### config.mk
export PLATFORM = sky130hd
export DESIGN_NAME = frm_loss_mon
export DESIGN_NICKNAME = d
export VERILOG_FILES = /design/src/rtl/frm_loss_pkg.sv /design/src/rtl/frm_align_chk.sv /design/src/rtl/frm_defect_fsm.sv /design/src/rtl/frm_irq_regs.sv /design/src/rtl/frm_loss_mon.sv
export SDC_FILE = /design/constraint.sdc
export NUM_CORES = 1
export LEC_CHECK = 0
export ABC_AREA = 1
export BUFFER_PORTS_ARGS = -buffer_cell sky130_fd_sc_hd__clkbuf_2
export CAP_MARGIN = 30
export CORE_UTILIZATION = 30
export DETAILED_ROUTE_END_ITERATION = 10
export GPL_TIMING_DRIVEN = 0
export PLACE_DENSITY = 0.51
export SYNTH_ARGS = -nofsm -noshare
export SYNTH_HDL_FRONTEND = slang
export SYNTH_SLANG_ARGS = --single-unit
export TNS_END_PERCENT = 50
### constraint.sdc
create_clock -name clk -period 3.05 [get_ports clk]
set_clock_uncertainty 0.15 [all_clocks]
set_input_delay 0.1525 -clock clk [delete_from_list [all_inputs] [get_ports clk]]
set_output_delay 0.1525 -clock clk [all_outputs]
set_load 0.03 [all_outputs]
### src/rtl/frm_loss_pkg.sv
package frm_loss_pkg;
   localparam int DEF_W   = 3;
   localparam int BIT_LOS = 0;
   localparam int BIT_SEF = 1;
   localparam int BIT_LOF = 2;
   localparam int REG_W   = 8;

   typedef enum logic [1:0] {
      ST_INFRAME = 2'd0,
      ST_SEF     = 2'd1,
      ST_LOF     = 2'd2
   } frm_state_e;
endpackage

### src/rtl/frm_align_chk.sv
// Compares the framing bytes of each frame with the expected pattern and
// emits a one-cycle verdict after the last framing byte.
module frm_align_chk #(
   parameter int         A1_COUNT = 3,
   parameter int         A2_COUNT = 3,
   parameter logic [7:0] A1_VAL   = 8'hF6,
   parameter logic [7:0] A2_VAL   = 8'h28
) (
   input  logic       clk,
   input  logic       rst,
   input  logic       byte_vld_i,
   input  logic [7:0] byte_i,
   input  logic       fsync_i,
   output logic       frame_done_o,
   output logic       frame_bad_o
);
   localparam int NBYTES = A1_COUNT + A2_COUNT;
   localparam int POS_W  = $clog2(NBYTES + 1);
   localparam logic [POS_W-1:0] LAST = POS_W'(NBYTES - 1);

   if (A1_COUNT < 1 || A2_COUNT < 1) begin : g_bad_count
      $error("frm_align_chk: both framing byte counts must be at least 1");
   end

   logic [7:0]       exp_tbl [NBYTES];
   logic [POS_W-1:0] pos_q;
   logic [POS_W-1:0] idx;
   logic             acc_bad_q;
   logic             done_q;
   logic             verdict_q;
   logic             in_win;
   logic             mism;

   for (genvar g = 0; g < NBYTES; g++) begin : g_ref
      localparam logic [7:0] EXP_BYTE = (g < A1_COUNT) ? A1_VAL : A2_VAL;
      assign exp_tbl[g] = EXP_BYTE;
   end

   // a frame start always re-opens the window at position zero
   assign idx    = fsync_i ? '0 : pos_q;
   assign in_win = fsync_i || (pos_q != '0);
   assign mism   = (byte_i != exp_tbl[idx]);

   always_ff @(posedge clk) begin
      if (rst) begin
         pos_q     <= '0;
         acc_bad_q <= 1'b0;
         done_q    <= 1'b0;
         verdict_q <= 1'b0;
      end else begin
         done_q <= 1'b0;
         if (byte_vld_i && in_win) begin
            if (idx == LAST) begin
               pos_q     <= '0;
               done_q    <= 1'b1;
               verdict_q <= acc_bad_q | mism;
            end else begin
               pos_q     <= idx + POS_W'(1);
               acc_bad_q <= (fsync_i ? 1'b0 : acc_bad_q) | mism;
            end
         end
      end
   end

   assign frame_done_o = done_q;
   assign frame_bad_o  = verdict_q;

   // a verdict needs a full window of bytes, so two in a row are impossible
   assert_done_single_R2: assert property (@(posedge clk) disable iff (rst)
      frame_done_o |=> !frame_done_o);

   assert_pos_range_R2: assert property (@(posedge clk) disable iff (rst)
      pos_q <= LAST);

   // a verdict follows only a valid byte that was accepted
   assert_verdict_from_byte_R12: assert property (@(posedge clk) disable iff (rst)
      $rose(frame_done_o) |-> $past(byte_vld_i));
endmodule

### src/rtl/frm_defect_fsm.sv
// SEF / LOF persistence machine driven by per-frame verdicts.
module frm_defect_fsm
   import frm_loss_pkg::*;
#(
   parameter int SEF_SET_FRAMES = 4,
   parameter int SEF_CLR_FRAMES = 2,
   parameter int LOF_FRAMES     = 24
) (
   input  logic clk,
   input  logic rst,
   input  logic frame_done_i,
   input  logic frame_bad_i,
   output logic sef_o,
   output logic lof_o
);
   localparam int RUN_MAX = (SEF_SET_FRAMES > SEF_CLR_FRAMES) ? SEF_SET_FRAMES : SEF_CLR_FRAMES;
   localparam int RUN_W   = $clog2(RUN_MAX + 1);
   localparam int LCNT_W  = $clog2(LOF_FRAMES + 1);
   localparam logic [RUN_W-1:0]  SET_LAST = RUN_W'(SEF_SET_FRAMES - 1);
   localparam logic [RUN_W-1:0]  CLR_LAST = RUN_W'(SEF_CLR_FRAMES - 1);
   localparam logic [LCNT_W-1:0] LOF_LAST = LCNT_W'(LOF_FRAMES - 1);

   if (SEF_SET_FRAMES < 1 || SEF_CLR_FRAMES < 1 || LOF_FRAMES < 1) begin : g_bad_persist
      $error("frm_defect_fsm: persistence counts must be at least 1");
   end

   frm_state_e        state_q, state_n;
   logic              sef_q, sef_n;
   logic              lof_q, lof_n;
   logic [RUN_W-1:0]  run_q, run_n;
   logic [LCNT_W-1:0] lcnt_q, lcnt_n;

   assign lof_q = (state_q == ST_LOF);

   always_comb begin
      sef_n   = sef_q;
      lof_n   = lof_q;
      run_n   = run_q;
      lcnt_n  = lcnt_q;
      state_n = state_q;
      if (frame_done_i) begin
         // SEF: count errored frames while clear, clean frames while set
         if (!sef_q) begin
            if (frame_bad_i) begin
               if (run_q == SET_LAST) begin
                  sef_n = 1'b1;
                  run_n = '0;
               end else begin
                  run_n = run_q + RUN_W'(1);
               end
            end else begin
               run_n = '0;
            end
         end else begin
            if (!frame_bad_i) begin
               if (run_q == CLR_LAST) begin
                  sef_n = 1'b0;
                  run_n = '0;
               end else begin
                  run_n = run_q + RUN_W'(1);
               end
            end else begin
               run_n = '0;
            end
         end
         // LOF: count frames where SEF disagrees with LOF and holds steady
         if (sef_n != sef_q) begin
            lcnt_n = '0;
         end else if (sef_q != lof_q) begin
            if (lcnt_q == LOF_LAST) begin
               lof_n  = !lof_q;
               lcnt_n = '0;
            end else begin
               lcnt_n = lcnt_q + LCNT_W'(1);
            end
         end else begin
            lcnt_n = '0;
         end
         state_n = lof_n ? ST_LOF : (sef_n ? ST_SEF : ST_INFRAME);
      end
   end

   always_ff @(posedge clk) begin
      if (rst) begin
         state_q <= ST_INFRAME;
         sef_q   <= 1'b0;
         run_q   <= '0;
         lcnt_q  <= '0;
      end else begin
         state_q <= state_n;
         sef_q   <= sef_n;
         run_q   <= run_n;
         lcnt_q  <= lcnt_n;
      end
   end

   assign sef_o = sef_q;
   assign lof_o = lof_q;

   assert_sef_on_verdict_R4: assert property (@(posedge clk) disable iff (rst)
      !$stable(sef_o) |-> $past(frame_done_i));

   assert_sef_rise_bad_R4: assert property (@(posedge clk) disable iff (rst)
      $rose(sef_o) |-> $past(frame_bad_i));

   assert_sef_fall_good_R5: assert property (@(posedge clk) disable iff (rst)
      $fell(sef_o) |-> !$past(frame_bad_i));

   assert_lof_rise_with_sef_R6: assert property (@(posedge clk) disable iff (rst)
      $rose(lof_o) |-> (sef_o && $past(sef_o)));

   assert_lof_fall_without_sef_R7: assert property (@(posedge clk) disable iff (rst)
      $fell(lof_o) |-> (!sef_o && !$past(sef_o)));
endmodule

### src/rtl/frm_irq_regs.sv
// Status byte, sticky change-of-defect interrupt byte, read port, interrupt line.
module frm_irq_regs
   import frm_loss_pkg::*;
#(
   parameter int ADDR_W      = 2,
   parameter int STATUS_ADDR = 0,
   parameter int INT_ADDR    = 1,
   parameter bit READ_REG    = 1'b1
) (
   input  logic              clk,
   input  logic              rst,
   input  logic [DEF_W-1:0]  defect_i,
   input  logic [DEF_W-1:0]  int_mask_i,
   input  logic              rd_en_i,
   input  logic [ADDR_W-1:0] rd_addr_i,
   output logic [REG_W-1:0]  rd_data_o,
   output logic              irq_n_o
);
   localparam logic [ADDR_W-1:0] A_STAT = ADDR_W'(STATUS_ADDR);
   localparam logic [ADDR_W-1:0] A_INT  = ADDR_W'(INT_ADDR);

   if (STATUS_ADDR == INT_ADDR || STATUS_ADDR >= (1 << ADDR_W) || INT_ADDR >= (1 << ADDR_W)) begin : g_bad_addr
      $error("frm_irq_regs: register addresses must differ and fit ADDR_W");
   end

   logic [DEF_W-1:0] prev_q;
   logic [DEF_W-1:0] int_q;
   logic             clr_rd;
   logic             stat_rd;
   logic [REG_W-1:0] rd_mux;

   assign clr_rd  = rd_en_i && (rd_addr_i == A_INT);
   assign stat_rd = rd_en_i && (rd_addr_i == A_STAT);

   always_ff @(posedge clk) begin
      if (rst) prev_q <= '0;
      else     prev_q <= defect_i;
   end

   for (genvar b = 0; b < DEF_W; b++) begin : g_int
      // a change on the read edge wins over the clear
      always_ff @(posedge clk) begin
         if (rst) int_q[b] <= 1'b0;
         else     int_q[b] <= (int_q[b] && !clr_rd) || (defect_i[b] != prev_q[b]);
      end

      assert_int_on_change_R8: assert property (@(posedge clk) disable iff (rst)
         !$stable(defect_i[b]) |=> int_q[b]);
   end

   always_comb begin
      rd_mux = '0;
      if (rd_addr_i == A_STAT)     rd_mux[DEF_W-1:0] = defect_i;
      else if (rd_addr_i == A_INT) rd_mux[DEF_W-1:0] = int_q;
   end

   if (READ_REG) begin : g_rd_reg
      logic [REG_W-1:0] rd_q;
      always_ff @(posedge clk) begin
         if (rst)          rd_q <= '0;
         else if (rd_en_i) rd_q <= rd_mux;
      end
      assign rd_data_o = rd_q;
   end else begin : g_rd_comb
      assign rd_data_o = rd_en_i ? rd_mux : '0;
   end

   assign irq_n_o = ~|(int_q & int_mask_i);

   assert_int_clears_R9: assert property (@(posedge clk) disable iff (rst)
      (clr_rd && (defect_i == prev_q)) |=> (int_q == '0));

   assert_status_read_keeps_R9: assert property (@(posedge clk) disable iff (rst)
      (stat_rd && (defect_i == prev_q)) |=> $stable(int_q));
endmodule

### src/rtl/frm_loss_mon.sv
module frm_loss_mon
   import frm_loss_pkg::*;
#(
   parameter int         A1_COUNT       = 3,
   parameter int         A2_COUNT       = 3,
   parameter logic [7:0] A1_VAL         = 8'hF6,
   parameter logic [7:0] A2_VAL         = 8'h28,
   parameter int         SEF_SET_FRAMES = 4,
   parameter int         SEF_CLR_FRAMES = 2,
   parameter int         LOF_FRAMES     = 24,
   parameter int         ADDR_W         = 2,
   parameter int         STATUS_ADDR    = 0,
   parameter int         INT_ADDR       = 1,
   parameter bit         READ_REG       = 1'b1
) (
   input  logic              clk,
   input  logic              rst,
   input  logic              los_i,
   input  logic              byte_vld_i,
   input  logic [7:0]        byte_i,
   input  logic              fsync_i,
   input  logic [2:0]        int_mask_i,
   input  logic              rd_en_i,
   input  logic [ADDR_W-1:0] rd_addr_i,
   output logic [7:0]        rd_data_o,
   output logic              irq_n_o
);
   logic             los_q;
   logic             frame_done;
   logic             frame_bad;
   logic             sef;
   logic             lof;
   logic [DEF_W-1:0] defect;

   always_ff @(posedge clk) begin
      if (rst) los_q <= 1'b0;
      else     los_q <= los_i;
   end

   frm_align_chk #(
      .A1_COUNT (A1_COUNT),
      .A2_COUNT (A2_COUNT),
      .A1_VAL   (A1_VAL),
      .A2_VAL   (A2_VAL)
   ) u_chk (
      .clk          (clk),
      .rst          (rst),
      .byte_vld_i   (byte_vld_i),
      .byte_i       (byte_i),
      .fsync_i      (fsync_i),
      .frame_done_o (frame_done),
      .frame_bad_o  (frame_bad)
   );

   frm_defect_fsm #(
      .SEF_SET_FRAMES (SEF_SET_FRAMES),
      .SEF_CLR_FRAMES (SEF_CLR_FRAMES),
      .LOF_FRAMES     (LOF_FRAMES)
   ) u_fsm (
      .clk          (clk),
      .rst          (rst),
      .frame_done_i (frame_done),
      .frame_bad_i  (frame_bad),
      .sef_o        (sef),
      .lof_o        (lof)
   );

   always_comb begin
      defect          = '0;
      defect[BIT_LOS] = los_q;
      defect[BIT_SEF] = sef;
      defect[BIT_LOF] = lof;
   end

   frm_irq_regs #(
      .ADDR_W      (ADDR_W),
      .STATUS_ADDR (STATUS_ADDR),
      .INT_ADDR    (INT_ADDR),
      .READ_REG    (READ_REG)
   ) u_regs (
      .clk        (clk),
      .rst        (rst),
      .defect_i   (defect),
      .int_mask_i (int_mask_i),
      .rd_en_i    (rd_en_i),
      .rd_addr_i  (rd_addr_i),
      .rd_data_o  (rd_data_o),
      .irq_n_o    (irq_n_o)
   );

   assert_los_follows_R11: assert property (@(posedge clk) disable iff (rst)
      !$stable(los_q) |-> ($past(los_i) == los_q));
endmodule

After elaboration in Yosys (flattened, before gate mapping)
Memory sizes are Yosys's and may differ from the RTL's.
Cells that the tools add are included.
{ "op_classes": {"bitwise": 6, "n_mux": 28, "reduce_logical": 18, "addsub": 3, "n_lt_le_gt_ge": 1, "n_eq_ne": 12} }
{ "op_table": {"columns": ["op", "count"], "rows": [
  ["3-bit two-way mux", 9],
  ["8-bit two-way mux", 2],
  ["5-bit two-way mux", 3],
  ["1-bit two-way mux", 13],
  ["8-bit inequality test", 1],
  ["3-bit by 1-bit adder with 3-bit output (second input constant)", 2],
  ["5-bit by 1-bit adder with 5-bit output (second input constant)", 1],
  ["5-bit equality test (second input constant)", 1],
  ["1-bit logical AND", 5],
  ["1-bit inequality test", 5],
  ["4-bit >= comparator (second input constant)", 1],
  ["1-bit logical OR", 4],
  ["3-bit inverter with 4-bit output", 1],
  ["2-bit AND reduction", 2],
  ["3-bit bitwise AND", 1],
  ["3-bit by 1-bit equality test with 1-bit output (second input constant)", 1],
  ["3-bit by 2-bit equality test with 1-bit output (second input constant)", 1],
  ["3-bit equality test (second input constant)", 1],
  ["1-bit zero test", 3],
  ["3-bit nonzero test", 1],
  ["3-bit OR reduction", 1],
  ["2-bit by 1-bit equality test with 1-bit output (second input constant)", 1],
  ["2-bit equality test (second input constant)", 1],
  ["2-bit zero test", 1],
  ["other kinds (4)", 6]
]} }
{ "word_totals": {"romBits": 64, "reg_bits": 27, "output_inout_bits": 9, "memories": 1, "wordCells": 83} }
{ "memory_table": {"columns": ["name", "depth", "word_bits", "read_ports", "rd_clocked_by_memory_dff", "wr", "line_no", "rtl"], "rows": [
  ["(name not given)", 8, 8, 1, 0, 0, "frm_align_chk.sv:42", "assign mism = (byte_i != exp_tbl[idx]);"]
]} }

Longest topological paths before layout
{ "depth": {"ltp_word": 9, "ltp_mapped": 10, "ltp_nobuf": 10} }

Hierarchy
Synthesis repeated with hierarchy kept, for this count alone.
{ "hier_totals": {"cells_unflattened": 224, "hier_area_um2": 1535.2} }
{ "by_module_without_submodules": {"columns": ["mod", "seq_area_each_um2", "area_each_um2", "instances", "cells_each"], "rows": [
  ["frm_defect_fsm", 220.2, 699.4, 1, 98],
  ["frm_irq_regs", 180.2, 429.2, 1, 60],
  ["frm_align_chk", 120.1, 376.6, 1, 63],
  ["frm_loss_mon", 20.0, 30.0, 1, 3]
]} }

Least setup slack after synthesis
No wires, ideal clock.
{ "synth_path": {"path_type": "register to register", "startpoint": "register u_fsm.run_q[0]", "endpoint": "register u_fsm.state_q[0]", "path_buffers": 0, "setup_ns": 0.113, "period_less_slack_ns": 1.414, "path_stages_with_launch": 9, "t_required_ns": 2.787, "arrival_ns": 1.151, "path_slack_ns": 1.636, "path_cell_list": "dfxtp_1 > ha_1 > ha_1 > o21ai_1 > nand2_1 > nand2_1 > nor2_1 > nand3_1 > nand2_1"} }
{ "synth_via": {"elab_chain_len": 9} }
{ "synth_lines": {"columns": ["element", "line_no", "rtl"], "rows": [
  ["from (decl)", "frm_defect_fsm.sv:30", "logic [RUN_W-1:0] run_q, run_n;"],
  ["from (signal assigned)", "frm_defect_fsm.sv:92", "run_q <= run_n;"],
  ["3-bit by 2-bit equality test with 1-bit output / 3-bit by 1-bit equality test with 1-bit output (equally long branches)", "frm_defect_fsm.sv:45, frm_defect_fsm.sv:56", null],
  ["1-bit two-way mux (on tied branches)", "frm_defect_fsm.sv:45, frm_defect_fsm.sv:56", null],
  ["1-bit two-way mux (on tied branches)", "frm_defect_fsm.sv:44, frm_defect_fsm.sv:55", null],
  ["1-bit two-way mux *", "frm_defect_fsm.sv:43", "if (!sef_q) begin"],
  ["1-bit two-way mux *", "frm_defect_fsm.sv:41", "if (frame_done_i) begin"],
  ["1-bit inequality test", "frm_defect_fsm.sv:67", "if (sef_n != sef_q) begin"],
  ["1-bit two-way mux", "frm_defect_fsm.sv:67", null],
  ["1-bit two-way mux", "frm_defect_fsm.sv:41", null],
  ["2-bit two-way mux *", "frm_defect_fsm.sv:79", "state_n = lof_n ? ST_LOF : (sef_n ? ST_SEF : ST_INFRAME);"],
  ["to (signal assigned)", "frm_defect_fsm.sv:90", "state_q <= state_n;"],
  ["to (decl)", "frm_defect_fsm.sv:27", "frm_state_e state_q, state_n;"]
]} }
Mark *: on every way between the ends. The rest lies on a longest branch, timed or not. The select of a mux whose other input is x is not followed.
A chain may end at the register's enable or synchronous reset.

Final worst setup path
Same ends and word-level chain as after synthesis.

==> metrics.md <==
| Metric | Value |
|---|---|
| Antenna Nets Post-Route | 0 |
| Fillers | 507 |
| Pwr Total | 0.000654 W |
| Pre-antenna DRT Iters | 4 |
| CTS root buffer | clkbuf_8 |
| Kind of critical path | reg -> reg |
| WL/cell | 9.28 µm |
| Final Util | 0.369 |
| Worst Path Required | 3.09 ns |
| IO Count | 28 |
| # nets final | 271 |
| Ranking of synthesized cells by area | dfxtp_1 (37%), nand2_1 (13%), nand3_1 (7.5%) |
| Final Worst Setup Slack | 1.49 ns |
| Top-area cell type share of the netlist area | 0.369 |
| CP Max Fanout | 4 |
| N_diodes | 0 |
| Clock buffer depth | 2 |
| Max-Cap Viols | 0 |
| Post-Place Cell Area | 1670 µm² |
| Routed vias/inst | 4.29 |
| Endpoints failing setup | 0 |
| Post-synth top area cell | dfxtp_1 |
| Worst min path class | in -> reg |
| Full die area | 5170 µm² |
| First-pass GRT wire length | 5.15 mm |
| Worst-Skew Late Latency | 0.28 ns |
| Die height | 71.9 µm |
| Starting Density | 0.310 |
| Layout cells sized above 1 | 0.189 |
| Fmax | 0.643 GHz |
| Fin crit share | 0.510 |
| H-tree levels | 1 |
| Worst path arrival time | 1.59 ns |
| Clock buffer count from CTS | 3 |
| Syn. warnings | 0 |
| Slew Viols, Final | 0 |
| Overall die width | 71.9 µm |
| Synth Register Bits | 27 |
| Synthesized cell area | 1470 µm² |
| Setup bufs post-CTS | 0 |
| Largest net degree at the start of global routing | 18 |
| Drc violations | 0 |
| Drt initial violations | 55 |
| Hpwl dp | 2.21 mm |
| Max IR drop VDD | 0.000228 V |
| TritonCTS Sinks | 27 |
| Worst setup SP type | register |
| Hold Vio Cnt, Final | 0 |
| Worst-path clk slew | 0.11 ns |
| Netlist cell types | 30 |
| Via count | 1,335 |
| Outcome | completed |
| Post-Syn Instances | 212 |
| CTS Hold Bufs | 2 |
| Total gr overflow | 0 |
| Final GP Congestion | 0.813 |
| Pwr/cell area | 375 nW/µm² |
| Avg Inst Size Synth | 6.91 µm² |
| Post-CTS resize count | 0 |
| Setup tns final | 0 ns |
| Unrepaired setup endpoints after global routing | false |
| Async SR Flop Fraction | 0 |
| PortBufs | 22 |
| CP endpoint kind | register |
| Initial antenna violation count | 0 |
| DRT Wirelength | 2.89 mm |
| Core Region | 4720 µm² |
| Sequential area share after synthesis | 0.369 |
| Design Area, Final | 1740 µm² |
| FP Rows | 25 |
| Number of flops mapped to enable cells by yosys | 0 |
| P_leak | 0.822 nW |
| Vias in the first global route | 1,260 |
| CTS tree | done |
| Tmin final | 1.56 ns |
| Tot GR Track Use | 0.124 |
| Setup Slack @ Placement | 1.49 ns |
| Synth-to-layout area growth | 19.0% |
| Top FF cell, synth | dfxtp_1 |
## worst max-delay path: stages (launching register included)
cell and delay, ns:
dfxtp_1 0.35, ha_1 0.22, ha_1 0.19, o21ai_1 0.22, nand2_1 0.08, nand2_1 0.08, nor2_1 0.05, nand3_1 0.09
nand2_1 0.04
## layout by cell type, fill, tap and decap left out, types with 3 or more instances in the layout
cell	instances
a21oi_1	16
a31oi_1	4
buf_4	7
clkbuf_2	22
clkbuf_8	3
conb_1	5
dfxtp_1	27
ha_1	7
inv_1	25
inv_2	5
nand2_1	51
nand3_1	22
nor2_1	20
o21ai_0	4
xnor2_1	3
## Yosys cell counts (2+ instances only)
library cell,number
nand2_1,51
dfxtp_1,27
inv_1,25
nand3_1,22
nor2_1,20
a21oi_1,16
buf_4,7
ha_1,7
inv_2,5
a31oi_1,4
o21ai_0,4
xnor2_1,3
buf_2,2
nand4_1,2
nor2_2,2
## registers in the layout, indices dropped and copies added (netlist names), 2 cells and up
register,cells
u_regs.rd_data_o,3
u_fsm.run_q,3
u_fsm.lcnt_q,5
u_regs.int_q,3
u_regs.prev_q,3
u_chk.pos_q,3
u_fsm.state_q,2
## path summary, 6_finish.rpt
check | startpoint | endpoint | slack (ns) | cells after the start
hold / removal | byte_vld_i | u_chk.frame_done_o$_SDFF_PP0_ | 0.01 | 3
setup / recovery | u_fsm.run_q[0]$_SDFFE_PP0P_ | u_fsm.state_q[0]$_SDFFE_PP0P_ | 1.49 | 8
setup reg to reg | u_fsm.run_q[0]$_SDFFE_PP0P_ | u_fsm.state_q[0]$_SDFFE_PP0P_ | 1.49 | 8
hold reg to reg | los_q$_SDFF_PP0_ | u_regs.prev_q[0]$_SDFF_PP0_ | 0.32 | 2
## area by class of cell
class                   count  area (µm²)  share of cell area
inverters                  30         113              0.0646
clock buffers               3        41.3              0.0237
plain buffers               9        62.6              0.0359
well taps                  67        83.8              0.0481
multi-input cells         150         764               0.438
repair buffers             24         130              0.0746
clock inverters             1        8.76             0.00502
flip-flops and latches     27         541               0.310
## routing by layer
layer,share of wire,track usage
met2,0.43,0.218
met1,0.52,0.154
met5,0,0
met4,0.017,0.0458
met3,0.027,0.0183
## where the power goes
| part | leakage [nW] | switching (W) | internal, W | total (W) |
|---|---|---|---|---|
| clock network | 0.0261 | 0.000126 | 0.0000961 | 0.000222 |
| logic | 0.577 | 0.0000407 | 0.0000270 | 0.0000677 |
| registers | 0.219 | 0.00000558 | 0.000359 | 0.000365 |
| total | 0.822 | 0.000172 | 0.000482 | 0.000654 |
## through the flow
step | std cells | hold WS, ns
after floorplan | 216 | 0.109
after global routing | 311 | 0.0304
final | 311 | 0.0116
after detailed placement | 305 | 0.204
after global placement | 305 | 0.209
after CTS | 311 | 0.00363
## cells by family (layout without fill, tap and decap cells)
kind of cell,count (synthesis),count (layout),share of synthesized area
xor+xnor,4,4,0.0239
buf+inv,39,67,0.120
other cells,1,5,0.00256
flops,27,27,0.369
simple gates,103,103,0.304
compound gates,31,31,0.121
fa+ha+maj,7,7,0.0598
Note: power is estimated with default switching activity, not from simulation.
